`src/rtl/chain_rd_pkg.sv`:
```
package chain_rd_pkg;

    typedef enum logic [2:0] {
        PH_IDLE = 3'd0,
        PH_WAKE = 3'd1,
        PH_ACQ  = 3'd2,
        PH_CONV = 3'd3,
        PH_WAIT = 3'd4,
        PH_READ = 3'd5
    } phase_e;

    // Analog and DAC sections draw power only around the measurement.
    function automatic logic section_powered(phase_e p);
        return (p == PH_WAKE) || (p == PH_ACQ) || (p == PH_CONV);
    endfunction

endpackage

```
`src/rtl/chain_wake_timer.sv`:
```
module chain_wake_timer #(
    parameter int CNT_W = 16
) (
    input  logic             clk,
    input  logic             rst,
    input  logic             run,
    input  logic [CNT_W-1:0] analog_lim,
    input  logic [CNT_W-1:0] dac_lim,
    output logic             ready
);
    logic [CNT_W-1:0] elapsed;

    always_ff @(posedge clk) begin
        if (rst || !run)
            elapsed <= '0;
        else if (elapsed != '1)
            elapsed <= elapsed + CNT_W'(1);
    end

    assign ready = run && (elapsed >= analog_lim) && (elapsed >= dac_lim);
endmodule

```
`src/rtl/chain_evt_store.sv`:
```
module chain_evt_store #(
    parameter int DEPTH = 16,
    localparam int CNT_W = $clog2(DEPTH + 1),
    localparam int IDX_W = $clog2(DEPTH)
) (
    input  logic             clk,
    input  logic             rst,
    input  logic             wr,
    input  logic             rd_start,
    input  logic             rd_adv,
    output logic [CNT_W-1:0] count,
    output logic [IDX_W-1:0] slot,
    output logic             full,
    output logic             empty,
    output logic             last
);
    always_ff @(posedge clk) begin
        if (rst) begin
            count <= '0;
            slot  <= '0;
        end else begin
            if (wr && !full)
                count <= count + CNT_W'(1);
            else if (rd_adv && !empty)
                count <= count - CNT_W'(1);
            if (rd_start)
                slot <= '0;
            else if (rd_adv && !empty)
                slot <= slot + IDX_W'(1);
        end
    end

    assign full  = (count == CNT_W'(DEPTH));
    assign empty = (count == '0);
    assign last  = (count == CNT_W'(1));
endmodule

```
`src/rtl/chain_readout_seq.sv`:
```
module chain_readout_seq
    import chain_rd_pkg::*;
#(
    parameter int ID_W   = 8,
    parameter int DEPTH  = 16,
    parameter int WAKE_W = 16,
    localparam int CNT_W = $clog2(DEPTH + 1),
    localparam int IDX_W = $clog2(DEPTH),
    localparam int WORD_W = ID_W + IDX_W
) (
    input  logic              clk,
    input  logic              rst,
    input  logic [ID_W-1:0]   chip_id,
    input  logic [WAKE_W-1:0] analog_wake,
    input  logic [WAKE_W-1:0] dac_wake,
    input  logic              cycle_start,
    input  logic              acq_end,
    input  logic              trig_write,
    input  logic              conv_done,
    input  logic              tok_in,
    input  logic              word_taken,
    output logic [2:0]        phase,
    output logic              pwr_analog,
    output logic              pwr_dac,
    output logic              mem_full,
    output logic              bus_oe,
    output logic [WORD_W-1:0] bus_data,
    output logic              tok_out
);
    phase_e           st, st_nxt;
    logic             pass_nxt;
    logic             wake_ready;
    logic [CNT_W-1:0] ev_cnt;
    logic [IDX_W-1:0] rd_slot;
    logic             st_full, st_empty, st_last;

    chain_wake_timer #(.CNT_W(WAKE_W)) u_wake (
        .clk        (clk),
        .rst        (rst),
        .run        (st == PH_WAKE),
        .analog_lim (analog_wake),
        .dac_lim    (dac_wake),
        .ready      (wake_ready)
    );

    chain_evt_store #(.DEPTH(DEPTH)) u_store (
        .clk      (clk),
        .rst      (rst),
        .wr       ((st == PH_ACQ) && trig_write),
        .rd_start ((st == PH_WAIT) && tok_in),
        .rd_adv   ((st == PH_READ) && word_taken),
        .count    (ev_cnt),
        .slot     (rd_slot),
        .full     (st_full),
        .empty    (st_empty),
        .last     (st_last)
    );

    always_comb begin
        st_nxt   = st;
        pass_nxt = 1'b0;
        case (st)
            PH_IDLE: if (cycle_start) st_nxt = PH_WAKE;
            PH_WAKE: if (wake_ready) st_nxt = PH_ACQ;
            PH_ACQ:  if (acq_end || st_full) st_nxt = PH_CONV;
            PH_CONV: if (conv_done) st_nxt = PH_WAIT;
            PH_WAIT: if (tok_in) begin
                if (st_empty) begin
                    st_nxt   = PH_IDLE;
                    pass_nxt = 1'b1;
                end else begin
                    st_nxt = PH_READ;
                end
            end
            PH_READ: if (word_taken && st_last) begin
                st_nxt   = PH_IDLE;
                pass_nxt = 1'b1;
            end
            default: st_nxt = PH_IDLE;
        endcase
    end

    always_ff @(posedge clk) begin
        if (rst) begin
            st      <= PH_IDLE;
            tok_out <= 1'b0;
        end else begin
            st      <= st_nxt;
            tok_out <= pass_nxt;
        end
    end

    assign phase      = st;
    assign pwr_analog = section_powered(st);
    assign pwr_dac    = section_powered(st);
    assign mem_full   = st_full;
    assign bus_oe     = (st == PH_READ);
    assign bus_data   = bus_oe ? {chip_id, rd_slot} : '0;
endmodule

```
`config.mk`:
```
export PLATFORM = sky130hd
export DESIGN_NAME = chain_readout_seq
export DESIGN_NICKNAME = d
export VERILOG_FILES = /design/src/rtl/chain_rd_pkg.sv /design/src/rtl/chain_wake_timer.sv /design/src/rtl/chain_evt_store.sv /design/src/rtl/chain_readout_seq.sv
export SDC_FILE = /design/constraint.sdc
export NUM_CORES = 1
export LEC_CHECK = 0
export BUFFER_PORTS_ARGS = -buffer_cell sky130_fd_sc_hd__buf_2
export CORE_MARGIN = 4
export CORE_UTILIZATION = 50
export DETAILED_ROUTE_END_ITERATION = 10
export PLACE_DENSITY = 0.83
export SLEW_MARGIN = 10
export SYNTH_ARGS = -nofsm -noshare
export SYNTH_HDL_FRONTEND = slang
export SYNTH_SLANG_ARGS = --single-unit
```
`constraint.sdc`:
```
create_clock -name clk -period 4.59 [get_ports clk]
set_clock_uncertainty 0.1 [all_clocks]
set_input_delay 0.2295 -clock clk [delete_from_list [all_inputs] [get_ports clk]]
set_output_delay 0.2295 -clock clk [all_outputs]
set_load 0.02 [all_outputs]
```
==> results of run 1 <==
-- cell usage after synthesis (all sizes together), types with 3 or more instances --
master	instances
a211oi	3
a21oi	18
a31oi	4
and2	12
and3	4
buf	5
clkbuf	7
dfxtp	29
ha	37
inv	39
mux2i	3
nand2	19
nand2b	7
nand3	4
nand4	13
nor2	24
nor2b	3
nor3	6
o211ai	4
o21a	5
o21ai	6
o32ai	3
or2	4
xnor2	7
xor2	9
-- per-layer routing --
| metal | GRT usage [%] | vias to the layer above | wire length, µm |
|---|---|---|---|
| li1 | - | 1202 | - |
| met1 | 23.8 | 1040 | 2480 |
| met2 | 31.7 | 51 | 2720 |
| met3 | 3.25 | 6 | 260 |
| met4 | 6.41 | 0 | 60 |
| met5 | 0 | - | 0 |
-- sequential cells by signal, indices dropped and copies added, names as in the netlist --
| signal | cells |
|---|---|
| u_wake.elapsed | 16 |
| u_store.count | 5 |
| u_store.slot | 4 |
| phase | 3 |
| tok_out | 1 |
-- per-stage QoR --
step | worst slack (ns) | power [W] | hold WS [ns] | utilization (%) | cells
5_1_grt | 2.26 | 0.000709 | 0.175 | 61.1 | 435
6_report | 2.47 | 0.000668 | 0.169 | 61.1 | 435
4_1_cts | 2.47 | 0.000674 | 0.162 | 61.1 | 435
2_1_floorplan | 2.63 | 0.000394 | 0.357 | - | 305
3_3_place_gp | 2.57 | 0.000435 | 0.386 | 58.9 | 427
3_5_place_dp | 2.51 | 0.000439 | 0.383 | 58.9 | 427
-- cells by family after synthesis --
group | after synthesis | synth area share (%)
xor+xnor | 16 | 5.75
fa+ha+maj | 37 | 19.0
flops | 29 | 23.8
compound gates | 61 | 17.0
mux | 3 | 1.23
buf+inv | 51 | 8.98
simple gates | 108 | 24.2
-- path summary, 6_finish.rpt --
| path | from | to | slack [ns] | depth (start not counted) |
|---|---|---|---|---|
| setup reg to reg | u_wake.elapsed[0] | phase[1] | 2.47 | 7 |
| setup / recovery | u_wake.elapsed[0] | phase[1] | 2.47 | 7 |
| hold / removal | rst | u_store.count[3] | 0.17 | 2 |
| hold reg to reg | u_store.slot[1] | u_store.slot[1] | 0.39 | 2 |
-- report_power, final --
part | internal (W) | switching [W]
sequential | 0.000260 | 0.0000208
combinational | 0.0000675 | 0.0000858
clock | 0.000135 | 0.0000979
-- cell type report --
type / instances / area, µm²
fill: 403 / 1840
multi-input combinational: 225 / 1640
sequential: 29 / 581
timing repair buffer: 67 / 335
inverter: 39 / 146
clock buffer: 7 / 96.3
tap: 67 / 83.8
clock inverter: 1 / 5.00
==> run metrics, run 1 <==
Initial Util=just over 50%; Post-Syn Instances=305; Post-DRT Antenna Nets=0; worst path cell trace=inv_1, ha_1, nand2b_1, a2111oi_0, o32ai_1, o22a_1, a21o_1; Sum Neg Setup Slack=0 ns; CP max-delay cell=a2111oi_0; Post-Syn Area=around 2400 µm²; 1st-iter DRT viols=103; WP data required=roughly 4.7 ns; CP startpoint kind=register; core area=approximately 4700 µm²; port buffer count=67; site row count=25; Wirelength per Cell=about 13 µm; H-Tree Depth=2; Top Family by Delay on Critical Path=compound AO/OA/AOI/OAI gates; largest stage delay on the critical path=roughly 0.43 ns; PwrDens=about 230 nW/µm²; hold bufs inserted after CTS=0; Yosys reg bits=29; Ports=between 60 and 70; CTS Buffer Depth=2; post-layout net count=around 450; crit path max fanout=5; cts repair resizes=0; die width=around 78 µm; # diodes=0; final cell area excluding filler cells=2890 µm²; run status=completed; post-CTS setup repair buffer count=0; most frequent cells in the layout=67 x buf_2, 39 x inv_1, 37 x ha_1; Final Setup Violations=0; CTS tree=done; Buf/Inv on CP=1; Slew @ Worst Pin=~0.65 ns; Final HPWL DP=about 4.4 mm; DR DRC count=0; vias in the first global route=2097; Die Y=77.8 µm; sequential share of the synthesized area=23.8%; clock-pin slew on the worst setup and hold paths=0.07 ns; RD Place Congestion=around 0.93; clock root buffer=clkbuf_8; grt total ovfl=0; routed wire length=around 5.5 mm; hold crit path type=input port to register; WS Path Type=register to register; pin count of the biggest net entering global routing=16; Max Clk Rate=about 0.47 GHz; DR vias=2299; RSZ-0062 raised after global routing=no; CP arrival=around 2.2 ns; Final Hold Viols=0; CP endpoint kind=register; placed cell area=between 2000 and 3000 µm²; first-pass GRT wire length=between 9 and 10 mm; Synth area leader=dfxtp_1; Post-synth EDFFs=0; commonest non-fill, non-tap cell in the layout=buf_2; P&R area growth vs syn=18.4%; largest cells by area after synthesis=dfxtp_1 24%, ha_1 19%, inv_1 6.0%; Ys Warns=0; clock sinks=29; Vias/cell=around 5.3; CTS buffer count=5; Slew Viols, Final=0; Main synth FF type=dfxtp_1; top cell type's share of synthesized area=about a quarter; initial antenna violation count=0; mean post-synth cell area=between 7 and 8 µm²; Final min period=about 2.1 ns; count of cell types in the netlist=54; die footprint=6060 µm²; synthesized net count=390; drt pass-1 iters=4; FFs w/ async S/R, synth=0%; total track usage=a little under a fifth; share of cells above drive strength 1=between 20% and 30%; max_slew headroom=56.4%; Pleak=about 1.5 nW; Max Cap Violations=0; period utilization=46.2%; Max VDD drop=between 0.15 and 0.2 mV; worst skew pair latency=0.28 ns
Note: power is estimated with default switching activity, not from simulation.
==> run 2, diff against run 1 <==
- CORE_UTILIZATION: 50 -> 48
- clock period: 4.59 -> 1.84 ns (I/O delays scaled with it)
==> run metrics, run 2 (synthesized netlist as in run 1, its figures left out) <==
Max VDD drop=0.487 mV (+180%); DR DRC count=0 (unchanged); Hold Path Origin=rst; RSZ-0062 raised after global routing=yes; WS Path Type=register to register; area occupied by multi-input gates=1940 µm² (+19%); clock root buffer=clkbuf_8; routed wire length=7.34 mm (+33%); Final min period=1.87 ns (-0.247 ns); CP arrival=1.98 ns (-0.22 ns); clock-pin slew on the worst setup and hold paths=0.06 ns (about the same); Initial Util=50.6% (-1.0 points); post-layout net count=491 (+8.6%); run status=complete, but fails checks; Hold Path Depth=2 (unchanged); site row count=25 (unchanged); vias in the first global route=2503 (+19%); met2 wire length=3.73 mm (+37%); Pleak=1.68 nW (+15%); share of cells above drive strength 1=40.8% (+19 points); Final Hold Viols=0 (unchanged); clock sinks=29 (unchanged); CP startpoint kind=register; PwrDens=502 nW/µm² (+120%); Reg with most FFs=u_wake.elapsed; period utilization=102% (+56 points); initial antenna violation count=0 (unchanged); routed length on met1=2.90 mm (+17%); Final Worst Setup Slack=-0.0329 ns (-2.50 ns); RD Place Congestion=0.942 (+1.7%); Finished Core Util=72.7% (+12 points); CTS Buffer Depth=2 (unchanged); worst hold slack=0.0326 ns (-0.136 ns); CTS buffer count=5 (unchanged); DR vias=2650 (+15%); Slew Viols, Final=0 (unchanged); DR top layer=met4; die footprint=6280 µm² (+3.7%); Filler Cell Count=358 (-11%); reg-to-reg setup timing slack=-0.03 ns (-2.50 ns); Slew @ Worst Pin=0.346 ns (-0.299 ns); number of flip-flops in the largest register=16 (unchanged); CTS tree=done; CP endpoint kind=register; drt pass-1 iters=6 (+2); RR Startpoint=phase[0]; worst skew pair latency=0.28 ns (about the same); Final HPWL DP=5.13 mm (+16%); WP data required=1.94 ns (-2.73 ns); die width=79.3 µm (+1.9%); Post-DRT Antenna Nets=0 (unchanged); # diodes=0 (unchanged); violated checks=setup timing; first-pass GRT wire length=10.8 mm (+17%); Final Setup Violations=4 (+4); sequential cell area=607 µm² (+4.5%); max_slew headroom=76.6% (+20 points); commonest non-fill, non-tap cell in the layout=buf_2; Vias/cell=5.59 (+5.8%); Hold Crit Endpoint=u_store.count[3]; Max Cap Violations=0 (unchanged); Ports=68 (unchanged); Wirelength per Cell=15.5 µm (+22%); hold crit path type=input port to register; grt total ovfl=0 (unchanged); port buffer count=67 (unchanged); core area=4820 µm² (+2.0%); total track usage=21.5% (+2.7 points); P&R area growth vs syn=43.7%; Setup WS pre-CTS=-0.0938 ns (-2.60 ns); WL met3=494 µm (+90%); hold bufs inserted after CTS=0 (unchanged); Worst Reg2Reg Path Length in Cells=7 (unchanged); H-Tree Depth=2 (unchanged); Largest regs=u_wake.elapsed: 16 flops, u_store.count: 5 flops, u_store.slot: 4 flops; Die Y=79.3 µm (+1.9%); pin count of the biggest net entering global routing=15 (-1); most frequent cells in the layout=67 x buf_2, 36 x inv_1, 36 x buf_4; Sum Neg Setup Slack=-0.100 ns (-0.100 ns); 1st-iter DRT viols=178 (+73%); FF-to-FF End=u_store.count[4]; crit path max fanout=10 (+5); Max Clk Rate=0.534 GHz (+13%)
## run 2: changes by cell type in the layout (fill, tap and decap cells not counted), sizes merged
cell | before | now
buf | 67 | 106
clkbuf | 7 | 6
clkinv | 1 | 2
## run 2: metrics by stage
step                      area (µm²)  power, W  cells
after floorplan                 2470  0.000994    305
after global placement          3090   0.00114    463
after detailed placement        3090   0.00116    463
after CTS                       3250   0.00170    471
after global routing            3500   0.00184    474
final                           3500   0.00176    474
## run 2: timing repair
item                       CTS  global route
hold endpoints to repair     0             0
setup endpoints to repair    8            19
resized for setup           16            37
pin swaps                    6            18
setup buffers                0             4
gates cloned                 0             0
## run 2: worst max path at each step
stage,from,end,slack (ns),cells past startpoint
floorplan,u_store.count[0],u_store.count[2],-0.04,8
global placement,u_store.count[0],phase[0],-0.01,7
detailed placement,u_wake.elapsed[0],phase[1],-0.09,7
CTS,u_wake.elapsed[15],phase[0],-0.02,6
global route,phase[0],u_store.count[4],-0.15,7
finish,phase[0],u_store.count[4],-0.03,7
## run 2: final cells by class
| type | count | share of cell area [%] |
|---|---|---|
| clock buffers | 6 | 2.07 |
| well taps | 67 | 2.39 |
| multi-input cells | 225 | 55.5 |
| flip-flops and latches | 29 | 17.3 |
| repair buffers | 106 | 18.2 |
| inverters | 39 | 4.18 |
| clock inverters | 2 | 0.286 |
## run 2: layer usage
layer,vias up,track usage [%]
met4,0,8.76
met1,1228,25.1
met2,119,38.5
li1,1280,-
met5,-,0
met3,23,3.63
## run 2: worst max-delay path, stage by stage (launching register included)
cell,delay [ns]
dfxtp_1,0.41
buf_4,0.20
nor4bb_2,0.28
buf_4,0.18
and4_1,0.26
a31oi_4,0.05
xor2_1,0.16
nor2_1,0.15
## run 2: report_power, final
group / internal (W) / total, W / switching (W) / leakage [nW]
registers: 0.000647 / 0.000691 / 0.0000436 / 0.243
clock network: 0.000261 / 0.000507 / 0.000246 / 0.0450
logic: 0.000260 / 0.000559 / 0.000299 / 1.40
total: 0.00117 / 0.00176 / 0.000589 / 1.68
==> run 3, diff against run 2 <==
- ABC_AREA: default -> 1
==> run metrics, run 3 <==
run status=completed; crit path max fanout=4 (-6); DR vias=2653 (+0.11%); total track usage=18.6% (-2.9 points); largest cells by area after synthesis=dfxtp_1 23%, ha_1 18%, inv_1 13%; Post-DRT Antenna Nets=0 (unchanged); Post-Syn Area=2530 µm² (+3.7%); period utilization=93.7% (-8.1 points); core area=5110 µm² (+6.0%); max_slew headroom=74.8% (-1.9 points); P&R area growth vs syn=31.2%; Worst Reg2Reg Path Length in Cells=11 (+4); Final Hold Viols=0 (unchanged); Pleak=1.88 nW (+12%); site row count=26 (+4.0%); clock sinks=29 (unchanged); Vias/cell=4.86 (-13%); Finished Layout Cells=546 (+15%); pin count of the biggest net entering global routing=14 (-1); WS Path Type=register to register; # diodes=0 (unchanged); CTS buffer count=5 (unchanged); Hold Path Origin=word_taken; worst hold slack=0.0675 ns (+0.0349 ns); Finished Core Util=64.9% (-7.8 points); DP Cell Count=533 (+15%); Max Clk Rate=0.580 GHz (+8.7%); RD Place Congestion=0.897 (-4.8%); PwrDens=581 nW/µm² (+16%); Ports=68 (unchanged); RSZ-0062 raised after global routing=yes; Hold Crit Endpoint=u_store.slot[1]; 1st-iter DRT viols=170 (-4.5%); top cells by count, synth=90 x inv_1, 73 x nand2_1, 39 x nor2_1; most common cell in the synthesized netlist=inv_1; Hold Path Depth=3 (+1); top cell type's share of synthesized area=23.0% (-0.85 points); Final HPWL DP=4.75 mm (-7.4%); RR Startpoint=u_wake.elapsed[15]; initial antenna violation count=0 (unchanged); CTS Buffer Depth=2 (unchanged); drt pass-1 iters=4 (-2); FFs w/ async S/R, synth=0% (unchanged); Final Setup Violations=0 (-4); DR DRC count=0 (unchanged); vias in the first global route=2393 (-4.4%); Reg with most FFs=u_wake.elapsed; commonest non-fill, non-tap cell in the layout=inv_1; Largest regs=u_wake.elapsed: 16 flops, u_store.count: 5 flops, u_store.slot: 4 flops; CP arrival=1.85 ns (-0.13 ns); reg-to-reg setup timing slack=0.12 ns (+0.15 ns); Post-Syn Instances=388 (+27%); Main synth FF type=dfxtp_1; Filler Cell Count=469 (+31%); Slew Viols, Final=0 (unchanged); most frequent cells in the layout=88 x inv_1, 68 x nand2_1, 67 x buf_2; Synth area leader=dfxtp_1; Max Cap Violations=0 (unchanged); routed wire length=6.14 mm (-16%); die width=80.6 µm (+1.6%); port buffer count=67 (unchanged); mean post-synth cell area=6.51 µm² (-18%); Ys Warns=0 (unchanged); CTS tree=done; first-pass GRT wire length=9.65 mm (-11%); grt total ovfl=0 (unchanged); Yosys reg bits=29 (unchanged); CP startpoint kind=register; worst skew pair latency=0.29 ns (about the same); CP endpoint kind=register; FF-to-FF End=phase[0]; Wirelength per Cell=11.2 µm (-27%); count of cell types in the netlist=34 (-37%); Slew @ Worst Pin=0.375 ns (+0.0287 ns); die footprint=6490 µm² (+3.3%); share of cells above drive strength 1=28.4% (-12 points); synthesized net count=473 (+21%); number of flip-flops in the largest register=16 (unchanged); WP data required=1.96 ns (+0.02 ns); clock-pin slew on the worst setup and hold paths=0.06 ns (about the same); post-layout net count=560 (+14%); Die Y=80.6 µm (+1.6%); Post-synth EDFFs=0 (unchanged); Max VDD drop=0.338 mV (-31%); Initial Util=49.5% (-1.1 points); sequential share of the synthesized area=23.0% (-0.85 points); Crit. Startpoint=u_wake.elapsed[15]; Final min period=1.72 ns (-0.150 ns); hold crit path type=input port to register; H-Tree Depth=2 (unchanged); clock root buffer=clkbuf_8
-- run 3: changes by cell type after synthesis, moves of 12 or more --
cell / before / now
inv_1: 39 / 90
nor2_1: 24 / 39
o21ai_0: 5 / 19
a21oi_1: 18 / 30
nand2_1: 19 / 73
-- run 3: per-layer routing --
layer	wire (µm)	global-route usage, %
met1	2740	22.0
met2	3020	33.0
met3	282	3.36
met4	95	6.93
met5	0	0
-- run 3: what timing repair did --
item	4_1_cts	5_1_grt
setup buffers	0	4
hold buffers	1	0
hold endpoints to repair	3	0
gates resized for setup	0	39
endpoints found under the setup margin	0	15
-- run 3: cell type report --
cell class	count	area, µm²	share of cell area, %
Clock buffer	7	96.3	2.90
Clock inverter	1	5.00	0.151
Inverter	91	344	10.4
Multi-Input combinational cell	263	1710	51.5
Sequential cell	29	603	18.2
Tap cell	70	87.6	2.64
Timing Repair Buffer	85	473	14.3
-- run 3: power breakdown --
group          internal [W]  switching [W]  leakage (nW)
Sequential         0.000664      0.0000539         0.240
Combinational      0.000239       0.000387          1.59
Clock              0.000337       0.000246        0.0542
Total               0.00124       0.000688          1.88
-- run 3: how the worst max path moves through the flow --
stage,endpoint,slack (ns),cells past startpoint
finish,phase[0],0.12,11
global route,phase[0],-0.06,11
CTS,phase[0],0.04,13
detailed placement,phase[0],0.04,13
global placement,phase[0],0.10,14
floorplan,u_store.count[3],0.13,9
-- run 3: per-stage QoR --
step                      total power (W)  instance area (µm²)  setup WS [ns]  setup TNS [ns]
final                             0.00193                 3320          0.117               0
after global routing              0.00207                 3320        -0.0584          -0.123
after CTS                         0.00190                 3130         0.0352               0
after detailed placement          0.00131                 3020         0.0389               0
after global placement            0.00129                 3020          0.104               0
after floorplan                   0.00113                 2530          0.129               0
-- run 3: worst max-delay path, cell delays in order (launching register included) --
cell,delay [ns]
dfxtp_2,0.34
ha_1,0.29
nand2_1,0.10
nor3_1,0.29
nand2_1,0.09
nand2_1,0.06
nand2_1,0.06
nand2_2,0.08
nand2_2,0.06
nand2_1,0.06
nand2_1,0.05
nor2_1,0.09
-- run 3: cell families after synthesis --
group	Yosys count	synth area share [%]
AOI/OAI and AO/OA	60	12.6
xor gates and xnor gates	6	2.08
adders and majority gates	37	18.3
and+or+nand+nor	160	29.3
buffers and inverters	96	14.8
DFF	29	23.0
